===== src/rtl/cfgf_pkg.sv =====
// Package cfgf_pkg
// Shared types and width helpers for the frame configuration memory.
// Assumes that sub-frame sizes are at least one cell.
package cfgf_pkg;

    // Sub-frame identifiers. The value equals the top address bit that selects the sub-frame.
    typedef enum logic [0:0] {
        SF_LUT = 1'b0,
        SF_MUX = 1'b1
    } subframe_e;

    localparam int NUM_SUBFRAMES = 2;

    // Returns the number of index bits needed to address n cells (at least 1).
    function automatic int idx_bits(input int n);
        int w;
        w = 1;
        while ((1 << w) < n) begin
            w++;
        end
        return w;
    endfunction

    // Returns the index width needed for the larger of two sub-frames.
    function automatic int max_idx_bits(input int a, input int b);
        return (a > b) ? idx_bits(a) : idx_bits(b);
    endfunction

endpackage


===== src/rtl/cfgf_decoder.sv =====
// Module cfgf_decoder
// Enabled one-hot address decoder used at every frame level.
// When en is high, the output bit whose position equals sel is raised.
// A sel at or above N raises nothing.
// Assumes N <= 2**SEL_W.
module cfgf_decoder #(
    parameter int N     = 4,
    parameter int SEL_W = 2
) (
    input  logic             en,
    input  logic [SEL_W-1:0] sel,
    output logic [N-1:0]     line
);

    // One comparator per output line.
    for (genvar g = 0; g < N; g++) begin : g_line
        assign line[g] = en && (sel == SEL_W'(g));
    end

    // Decoder outputs never have two lines high together.
    always_comb begin
        AST_DEC_ONEHOT: assert ($onehot0(line));
    end

endmodule


===== src/rtl/cfgf_cell.sv =====
// Module cfgf_cell
// One configuration memory cell: a flop that loads its bit-line while its word-line is high.
// Drives the stored bit and its complement. Uses a synchronous active-low reset that wins over a write.
module cfgf_cell (
    input  logic clk,
    input  logic rst_n,
    input  logic wl,
    input  logic bl,
    output logic q,
    output logic qn
);

    logic store_q;

    // Storage update: reset, write, or hold.
    always_ff @(posedge clk) begin
        if (!rst_n) begin
            store_q <= 1'b0;
        end else if (wl) begin
            store_q <= bl;
        end
    end

    // Complementary output pair.
    assign q  = store_q;
    assign qn = ~store_q;

    AST_CELL_WRITE: assert property (@(posedge clk) disable iff (!rst_n)
        wl |=> (q == $past(bl)));

    AST_CELL_HOLD: assert property (@(posedge clk) disable iff (!rst_n)
        !wl |=> $stable(q));

endmodule


===== src/rtl/cfgf_subframe.sv =====
// Module cfgf_subframe
// One sub-frame: a local decoder plus CELLS memory cells sharing one bit-line.
// Assumes en comes from the parent decoder, and that idx values at or above CELLS are
// harmless because they decode to no cell.
module cfgf_subframe #(
    parameter int CELLS = 4,
    parameter int IDX_W = 2
) (
    input  logic             clk,
    input  logic             rst_n,
    input  logic             en,
    input  logic [IDX_W-1:0] idx,
    input  logic             bl,
    output logic [CELLS-1:0] wl,
    output logic [CELLS-1:0] q,
    output logic [CELLS-1:0] qn
);

    // Local word-line decoder enabled by the parent frame.
    cfgf_decoder #(
        .N     (CELLS),
        .SEL_W (IDX_W)
    ) u_dec (
        .en   (en),
        .sel  (idx),
        .line (wl)
    );

    // Cell array of this sub-frame.
    for (genvar c = 0; c < CELLS; c++) begin : g_cell
        cfgf_cell u_cell (
            .clk   (clk),
            .rst_n (rst_n),
            .wl    (wl[c]),
            .bl    (bl),
            .q     (q[c]),
            .qn    (qn[c])
        );
    end

    AST_SF_IDLE: assert property (@(posedge clk) disable iff (!rst_n)
        !en |=> $stable(q));

endmodule


===== src/rtl/cfgf_le_frame.sv =====
// Module cfgf_le_frame
// Configuration memory of one logic element, written through a two-level frame decoder.
// The top address bit picks the lookup-table or the routing-multiplexer sub-frame, and the
// low bits pick a cell in it. Assumes addr and din are stable around the rising edge.
module cfgf_le_frame #(
    parameter int LUT_CELLS = 4,
    parameter int MUX_CELLS = 4,
    parameter int IDX_W     = cfgf_pkg::max_idx_bits(LUT_CELLS, MUX_CELLS),
    parameter int ADDR_W    = IDX_W + 1
) (
    input  logic              clk,
    input  logic              rst_n,
    input  logic              frame_en,
    input  logic [ADDR_W-1:0] addr,
    input  logic              din,
    output logic [LUT_CELLS-1:0] lut_q,
    output logic [LUT_CELLS-1:0] lut_qn,
    output logic [MUX_CELLS-1:0] mux_q,
    output logic [MUX_CELLS-1:0] mux_qn
);

    import cfgf_pkg::*;

    localparam int SEL_MSB = ADDR_W - 1;

    logic [NUM_SUBFRAMES-1:0] sf_en;
    logic [IDX_W-1:0]         cell_idx;
    logic [LUT_CELLS-1:0]     lut_wl;
    logic [MUX_CELLS-1:0]     mux_wl;

    // Split the address into the sub-frame select and the cell index.
    assign cell_idx = addr[IDX_W-1:0];

    // Top frame decoder: enables one sub-frame decoder.
    cfgf_decoder #(
        .N     (NUM_SUBFRAMES),
        .SEL_W (1)
    ) u_top_dec (
        .en   (frame_en),
        .sel  (addr[SEL_MSB]),
        .line (sf_en)
    );

    // Lookup-table sub-frame.
    cfgf_subframe #(
        .CELLS (LUT_CELLS),
        .IDX_W (IDX_W)
    ) u_lut_sf (
        .clk   (clk),
        .rst_n (rst_n),
        .en    (sf_en[SF_LUT]),
        .idx   (cell_idx),
        .bl    (din),
        .wl    (lut_wl),
        .q     (lut_q),
        .qn    (lut_qn)
    );

    // Routing-multiplexer sub-frame.
    cfgf_subframe #(
        .CELLS (MUX_CELLS),
        .IDX_W (IDX_W)
    ) u_mux_sf (
        .clk   (clk),
        .rst_n (rst_n),
        .en    (sf_en[SF_MUX]),
        .idx   (cell_idx),
        .bl    (din),
        .wl    (mux_wl),
        .q     (mux_q),
        .qn    (mux_qn)
    );

    AST_ONE_WORDLINE: assert property (@(posedge clk) disable iff (!rst_n)
        $onehot0({lut_wl, mux_wl}));

    AST_FRAME_OFF_HOLD: assert property (@(posedge clk) disable iff (!rst_n)
        !frame_en |=> ($stable(lut_q) && $stable(mux_q)));

    AST_LUT_SEL_SPARES_MUX: assert property (@(posedge clk) disable iff (!rst_n)
        (frame_en && !addr[SEL_MSB]) |=> $stable(mux_q));

    AST_MUX_SEL_SPARES_LUT: assert property (@(posedge clk) disable iff (!rst_n)
        (frame_en && addr[SEL_MSB]) |=> $stable(lut_q));

    AST_COMPLEMENT: assert property (@(posedge clk) disable iff (!rst_n)
        ((lut_q ^ lut_qn) == '1) && ((mux_q ^ mux_qn) == '1));

endmodule


===== config.mk =====
export PLATFORM = sky130hd
export DESIGN_NAME = cfgf_le_frame
export DESIGN_NICKNAME = d
export VERILOG_FILES = /design/src/rtl/cfgf_pkg.sv /design/src/rtl/cfgf_decoder.sv /design/src/rtl/cfgf_cell.sv /design/src/rtl/cfgf_subframe.sv /design/src/rtl/cfgf_le_frame.sv
export SDC_FILE = /design/constraint.sdc
export NUM_CORES = 1
export LEC_CHECK = 0
export BUFFER_PORTS_ARGS = -buffer_cell sky130_fd_sc_hd__buf_2
export CAP_MARGIN = 20
export CORE_MARGIN = 2
export CORE_UTILIZATION = 30
export DETAILED_ROUTE_END_ITERATION = 12
export MAX_ROUTING_LAYER = met4
export SKIP_CTS_REPAIR_TIMING = 1
export SLEW_MARGIN = 25
export SYNTH_ARGS = -nofsm -noshare
export SYNTH_HDL_FRONTEND = slang
export SYNTH_HIERARCHICAL = 1
export SYNTH_SLANG_ARGS = --single-unit

===== constraint.sdc =====
create_clock -name clk -period 0.8 [get_ports clk]
set_input_delay 0.08 -clock clk [delete_from_list [all_inputs] [get_ports clk]]
set_output_delay 0.08 -clock clk [all_outputs]
set_load 0.02 [all_outputs]

# --- Yosys cells after proc, flatten, opt, wreduce, memory -nomap -nowiden ---
# Cells that the tools add are included.
op_classes:
  eq_ne: 3
  n_bitwise: 9
  reduce_logical: 11
ops:
  columns: ["op", "count"]
  rows:
  - ["logical AND 1 bit", 10]
  - ["inverter 1 bit", 9]
  - ["== test 2 bit, second input constant", 2]
  - ["== test 2 x 1 -> 1 bit, second input constant", 1]
  - ["zero test 2 bit", 1]
word_totals:
  ff_bits: 8
  inputBits: 7
  output_inout_bits: 16
  wordCells: 31

# --- Depth between registers and ports, before layout ---
# Gate-level depths: netlist of the first run.
depth:
  word_depth: 3
  depth_mapped: 4

# --- Hierarchy ---
# Netlist of the first run, hierarchy kept.
by_module_without_submodules:
  columns: ["mod", "n_inst", "cells_per_inst", "area_per_inst_um2"]
  rows:
  - ["cfgf_cell", 8, 4, 40.0]
  - ["cfgf_decoder (u_lut_sf.u_dec ...)", 2, 4, 37.5]
  - ["cfgf_decoder (u_top_dec)", 1, 2, 16.3]

# --- Worst setup path before layout of the first run ---
# OpenSTA, ideal clock, no wires.
synth_path:
  path_kind: "input port to flip-flop"
  start: "in addr[2]"
  end: "reg u_lut_sf.g_cell[0].u_cell.store_q"
  arrival_time_ns: 0.680
  setup_slack_ns: 0.004
  stages: 4
  path_buffers: 0
  path_cell_list: "and2b_2 nor3b_2 mux2i_1 nor2b_1"
synth_between:
  elab_chain_cells: 3
synth_lines:
  columns: ["element", "line", "text"]
  rows:
  - ["start, declared", "cfgf_le_frame.sv:14", "input logic [ADDR_W-1:0] addr,"]
  - ["inverter 1 bit", "cfgf_decoder.sv:17", "assign line[g] = en && (sel == SEL_W'(g));"]
  - ["logical AND 1 bit (2 in a row)", "cfgf_decoder.sv:17", null]
  - ["via lut_wl[0]", "cfgf_le_frame.sv:28", "logic [LUT_CELLS-1:0] lut_wl;"]
  - ["end signal, assigned", "cfgf_cell.sv:20", "store_q <= bl;"]
  - ["end, declared", "cfgf_cell.sv:13", "logic store_q;"]
# The timed path passes the listed nets, and every way through them passes these cells.
# A chain may end at the register's enable or synchronous reset.

# --- Final worst setup path of the first run ---
layout_path:
  start: "reg u_mux_sf.g_cell[1].u_cell.store_q"
  end: "out mux_qn[1]"
layout_between:
  elab_chain_cells: 1
layout_lines:
  columns: ["element", "line", "text"]
  rows:
  - ["start, declared", "cfgf_cell.sv:13", null]
  - ["start signal, assigned", "cfgf_cell.sv:20", null]
  - ["inverter 1 bit", "cfgf_cell.sv:26", "assign qn = ~store_q;"]
  - ["end, declared", "cfgf_le_frame.sv:19", "output logic [MUX_CELLS-1:0] mux_qn"]
# Every way passes these cells.

==> flow_summary_export.csv, run 1 <==
group,metric,value,unit
global_routing,antenna_found_initial,0,
clock_tree,clk_path_buf_depth,2,
final_layout,nFillCells,129,
final_layout,multiInputGateArea,221,um2
routing,drc_errors,0,
sta,hold_viol,0,
sta,finalCritPeriodShare,108,%
sta,worst_slack,-0.0612,ns
global_routing,grt_start_max_net_pins,9,
sta,slew_headroom,90.7,%
clock_tree,clk_pin_slew,0.07,ns
synthesis,ys_top_cells_by_area,"dfxtp_1 (39%), mux2i_1 (19%), nor2b_1 (12%)",
final_layout,diodes,0,
synthesis,synth_top_cells_by_count,"dfxtp_1 (8), inv_1 (8), mux2i_1 (8), nor2b_1 (8), and3b_1 (4)",
power_and_ir_drop,power_frac_comb,15.9,%
power_and_ir_drop,power_leakage,0.283,nW
die,initial_core_util,32.0,%
synthesis,avgSynthCellArea,9.80,um2
die,die_w,41.0,um
global_routing,globalRouteTotalUtil,13.0,%
global_routing,grt_overflow,0,
sta,finalMaxSlewViolations,0,
synthesis,synth_flop_cell,"dfxtp_1",
setup_path,crit_required,0.72,ns
routing,avgRoutedWirePerCell,11.7,um
synthesis,syn-num-nets,49,
sta,clock.fmax,1160,MHz
die,core_area,0.00128,mm2
clock_tree,clock_tree.root_cell,"clkbuf_4",
final_layout,final_core_util,51.2,%
setup_path,critPathCaptureType,"output pin",
final_layout,nets,76,
clock_tree,htree_levels,1,
routing,vias,372,
synthesis,netlist_instances,42,
sta,rsz0062_at_grt,"yes",
final_layout,regArea,170,um2
power_and_ir_drop,switching_power,0.000229,W
global_routing,grt_pass1_wl,1320,um
synthesis,synth.largest_area_cell,"dfxtp_1",
synthesis,synth_edf_count,0,
clock_tree,clock-sinks,8,
power_and_ir_drop,power,0.000881,W
sta,final-setup-viol-count,14,
die,die-area,0.00168,mm2
sta,clock_skew,0,ns
synthesis,syn_area,412,um2
synthesis,synth_seq_cells,8,
worst_hold_path,hp-class,"in2reg",
synthesis,synth-seq-area-share,38.9,%
routing,drtIter0Drc,6,
clock_tree,insertion_delay,0.26,ns
final_layout,synthToLayoutAreaGrowth,59.9,%
power_and_ir_drop,vdd_ir_drop_max,1.01,mV
routing,vias_per_cell,4.54,
global_routing,grt_pass1_vias,317,
placement,dpl.hpwl,619,um
die,rows,13,
power_and_ir_drop,p_clk_share,36.7,%
power_and_ir_drop,seqPwrFrac,47.4,%
sta,finalHoldWorstSlack,0.129,ns
die,die_y,41.0,um
sta,tightest_slew,0.135,ns
power_and_ir_drop,pwr_density_cell,1340,mW/mm2
synthesis,yosys_warnings,6,
power_and_ir_drop,internal-power,0.000652,W
setup_path,worstSetupStartpointType,"flop",
routing,wirelength,960,um
final_layout,drive_above_1_share,68.7,%
synthesis,yosysUniqueCellTypes,9,
routing,antenna_left,0,
setup_path,path_class,"reg2out",
routing,firstDrtPassIters,3,
placement,gp_congestion,0.638,
status,violations,"setup timing",
setup_path,crit_fanout,3,
synthesis,synth_top_area_share,38.9,%
sta,finalCriticalPeriod,0.861,ns
placement,port_buffers,22,
die,pin_count,23,
synthesis,async_reset_ff_share,0,%
setup_path,arrival,0.78,ns
clock_tree,cts_buffers,3,
clock_tree,cts_tree,"done",
placement,dp_slack,-0.171,ns
power_and_ir_drop,swShare,26.0,%
status,outcome,"finished with violations",
job,cap_violations,0,
-- power by group through the flow --
stage          Clock (W)  Sequential [W]  Combinational (W)
3_3_place_gp           0        0.000421           0.000119
5_1_grt         0.000353        0.000418           0.000149
3_5_place_dp           0        0.000422           0.000120
4_1_cts         0.000317        0.000413           0.000120
6_report        0.000324        0.000418           0.000140
2_1_floorplan          0        0.000432          0.0000551
-- layout make-up --
cell class | count | share of cell area, %
sequential | 8 | 25.9
multi-input combinational | 26 | 33.7
timing repair buffer | 22 | 29.7
clock buffer | 3 | 3.42
inverter | 8 | 4.56
tap | 15 | 2.85
-- worst paths after layout --
check                                                         startpoint                                       end  slack, ns  depth (start not counted)
worst max register to register  u_mux_sf/g_cell[1].u_cell/q$_SDFFE_PN0P_  u_mux_sf/g_cell[1].u_cell/q$_SDFFE_PN0P_       0.17                          2
worst min-delay path                                               rst_n  u_lut_sf/g_cell[0].u_cell/q$_SDFFE_PN0P_       0.13                          2
worst max-delay path            u_mux_sf/g_cell[1].u_cell/q$_SDFFE_PN0P_                                 mux_qn[1]      -0.06                          2
worst min register to register  u_mux_sf/g_cell[2].u_cell/q$_SDFFE_PN0P_  u_mux_sf/g_cell[2].u_cell/q$_SDFFE_PN0P_       0.54                          2
-- cells in the final DEF (no fill, tap or decap) --
| cell type | count |
|---|---|
| clkbuf_4 | 3 |
| inv_1 | 1 |
| nor2b_1 | 8 |
| mux2i_1 | 8 |
| buf_4 | 4 |
| buf_2 | 6 |
| and3b_1 | 4 |
| and2_2 | 1 |
| buf_6 | 12 |
| inv_2 | 7 |
| dfxtp_2 | 8 |
| and3_2 | 2 |
| nor3b_2 | 2 |
| and2b_2 | 1 |
-- registers in the layout (all words and copies together) (netlist names) --
register / cells
u_mux_sf/g_cell.u_cell/q: 4
u_lut_sf/g_cell.u_cell/q: 4
-- routing by layer --
metal / vias up / wire, um / GRT usage (%)
li1: 185 / - / -
met1: 167 / 462 / 17.0
met2: 18 / 406 / 15.6
met3: 2 / 77 / 4.89
met4: 0 / 13 / 10.0
met5: - / 0 / -
-- stage by stage --
stage / instances / area [um2] / setup TNS, ns
after global routing: 82 / 658 / -0.848
after CTS: 82 / 563 / -0.983
final: 82 / 658 / -0.431
after detailed placement: 79 / 541 / -0.945
after floorplan: 42 / 412 / 0
after global placement: 79 / 541 / -0.887
-- critical path, cell delays in order, from the launching register on --
cell	delay [ns]
dfxtp_2	0.36
inv_2	0.04
buf_6	0.12
-- kinds of logic (layout without fill, tap and decap cells) --
group,after synthesis,count (layout),share of synthesized area (%)
and+or+nand+nor,18,18,34.3
buffers and inverters,8,33,7.30
muxes,8,8,19.5
DFF,8,8,38.9
(Power assumes the default switching activity.)
==> run 2: changes to the inputs <==
- CELL_PAD_IN_SITES_DETAIL_PLACEMENT: default -> 1
- CELL_PAD_IN_SITES_GLOBAL_PLACEMENT: default -> 1
- CORE_UTILIZATION: 30 -> 26
- PLACE_DENSITY_LB_ADDON: default -> 0.1
==> flow_summary_export.csv, run 2 (synthesis gave the netlist of run 1 again) <==
group,metric,value,unit
clock_tree,insertion_delay,0.25,ns
global_routing,antenna_found_initial,0,
routing,drc_errors,0,
setup_path,critPathCaptureType,"output pin",
power_and_ir_drop,internal-power,0.000649,W
setup_path,ff2ff_path_depth,2,
power_and_ir_drop,power,0.000865,W
global_routing,globalRouteTotalUtil,9.63,%
power_and_ir_drop,p_clk_share,36.2,%
sta,finalMaxSlewViolations,0,
power_and_ir_drop,power_leakage,0.280,nW
sta,clock_skew,0,ns
status,outcome,"finished with violations",
routing,wirelength,905,um
global_routing,grt_pass1_vias,329,
sta,rsz0062_at_grt,"yes",
job,cap_violations,0,
setup_path,crit_fanout,3,
power_and_ir_drop,switching_power,0.000216,W
sta,final-setup-viol-count,16,
die,initial_core_util,27.6,%
setup_path,arrival,0.75,ns
setup_path,cp_cell_sequence,"inv_2 > buf_6",
setup_path,worstSetupStartpointType,"flop",
setup_path,cp_slowest_cell,"dfxtp_2",
clock_tree,clk_pin_slew,0.06,ns
sta,slew_headroom,90.8,%
setup_path,path_class,"reg2out",
clock_tree,htree_levels,1,
power_and_ir_drop,seqPwrFrac,48.1,%
clock_tree,clk_path_buf_depth,2,
final_layout,nets,76,
die,rows,14,
power_and_ir_drop,swShare,25.0,%
worst_hold_path,hp-class,"in2reg",
routing,drtIter0Drc,1,
sta,finalCritPeriodShare,104,%
routing,vias_per_cell,4.35,
clock_tree,clock-sinks,8,
die,die_y,43.8,um
routing,antenna_left,0,
sta,tightest_slew,0.134,ns
power_and_ir_drop,vdd_ir_drop_max,0.625,mV
die,die-area,0.00192,mm2
sta,finalCriticalPeriod,0.830,ns
routing,avgRoutedWirePerCell,10.9,um
clock_tree,cts_buffers,3,
final_layout,design_area,644,um2
status,violations,"setup timing",
power_and_ir_drop,power_frac_comb,15.7,%
die,die_w,43.8,um
placement,gp_congestion,0.605,
global_routing,grt_pass1_wl,1360,um
power_and_ir_drop,pwr_density_cell,1340,mW/mm2
placement,dpl.hpwl,668,um
placement,placed_cell_area,542,um2
die,pin_count,23,
clock_tree,cts_tree,"done",
die,core_area,0.00149,mm2
clock_tree,clock_tree.root_cell,"clkbuf_4",
global_routing,grt_start_max_net_pins,9,
final_layout,synthToLayoutAreaGrowth,56.5,%
final_layout,nFillCells,177,
worst_hold_path,worstHoldPathCells,2,
final_layout,drive_above_1_share,70.1,%
sta,finalHoldWorstSlack,0.132,ns
sta,clock.fmax,1200,MHz
global_routing,grt_overflow,0,
sta,hold_viol,0,
setup_path,slowest_delay,0.35,ns
routing,firstDrtPassIters,2,
routing,vias,361,
placement,port_buffers,22,
final_layout,diodes,0,
sta,worst_slack,-0.0300,ns
setup_path,crit_required,0.72,ns
## run 2: cell counts in the layout (fill, tap and decap cells not counted)
No cell type changed its count.
## run 2: per-stage QoR
stage	setup TNS, ns	utilization (%)	cells	setup WS (ns)
global placement	-0.904	36.4	80	-0.176
global route	-0.723	43.3	83	-0.0567
finish	-0.250	43.3	83	-0.0300
CTS	-1.01	37.9	83	-0.0842
floorplan	0	-	42	0.00363
detailed placement	-0.959	36.4	80	-0.166
## run 2: path summary, 6_finish.rpt
check | from | endpoint | slack, ns
worst max register to register | u_mux_sf/g_cell[2].u_cell/q$_SDFFE_PN0P_ | u_mux_sf/g_cell[2].u_cell/q$_SDFFE_PN0P_ | 0.16
worst min-delay path | rst_n | u_lut_sf/g_cell[1].u_cell/q$_SDFFE_PN0P_ | 0.13
worst max-delay path | u_lut_sf/g_cell[2].u_cell/q$_SDFFE_PN0P_ | lut_qn[2] | -0.03
worst min register to register | u_lut_sf/g_cell[1].u_cell/q$_SDFFE_PN0P_ | u_lut_sf/g_cell[1].u_cell/q$_SDFFE_PN0P_ | 0.53
## run 2: area by class of cell
type | count | area [um2] | area share (%)
Timing Repair Buffer | 22 | 180 | 28.0
Multi-Input combinational cell | 26 | 221 | 34.4
Inverter | 8 | 30.0 | 4.66
Sequential cell | 8 | 170 | 26.4
Tap cell | 16 | 20.0 | 3.11
Clock buffer | 3 | 22.5 | 3.50
## run 2: layer usage
layer / global-route usage (%) / vias up / share of wire, %
met5: - / - / 0
met4: 1.82 / 0 / 0
met1: 11.8 / 164 / 44
met2: 15.9 / 12 / 49
met3: 2.50 / 0 / 7.5
li1: - / 185 / -
## run 2: power groups by stage
| stage | sequential [W] | combinational [W] | clock [W] |
|---|---|---|---|
| 2_1_floorplan | 0.000432 | 0.0000551 | 0 |
| 3_3_place_gp | 0.000421 | 0.000121 | 0 |
| 3_5_place_dp | 0.000422 | 0.000121 | 0 |
| 4_1_cts | 0.000413 | 0.000122 | 0.000330 |
| 5_1_grt | 0.000417 | 0.000149 | 0.000347 |
| 6_report | 0.000416 | 0.000136 | 0.000313 |
## run 2: worst max-delay path, delay by kind of cell, from the launching register on
kind / cells / cell delay, ns
flip-flops: 1 / 0.35
buffers and inverters: 2 / 0.16
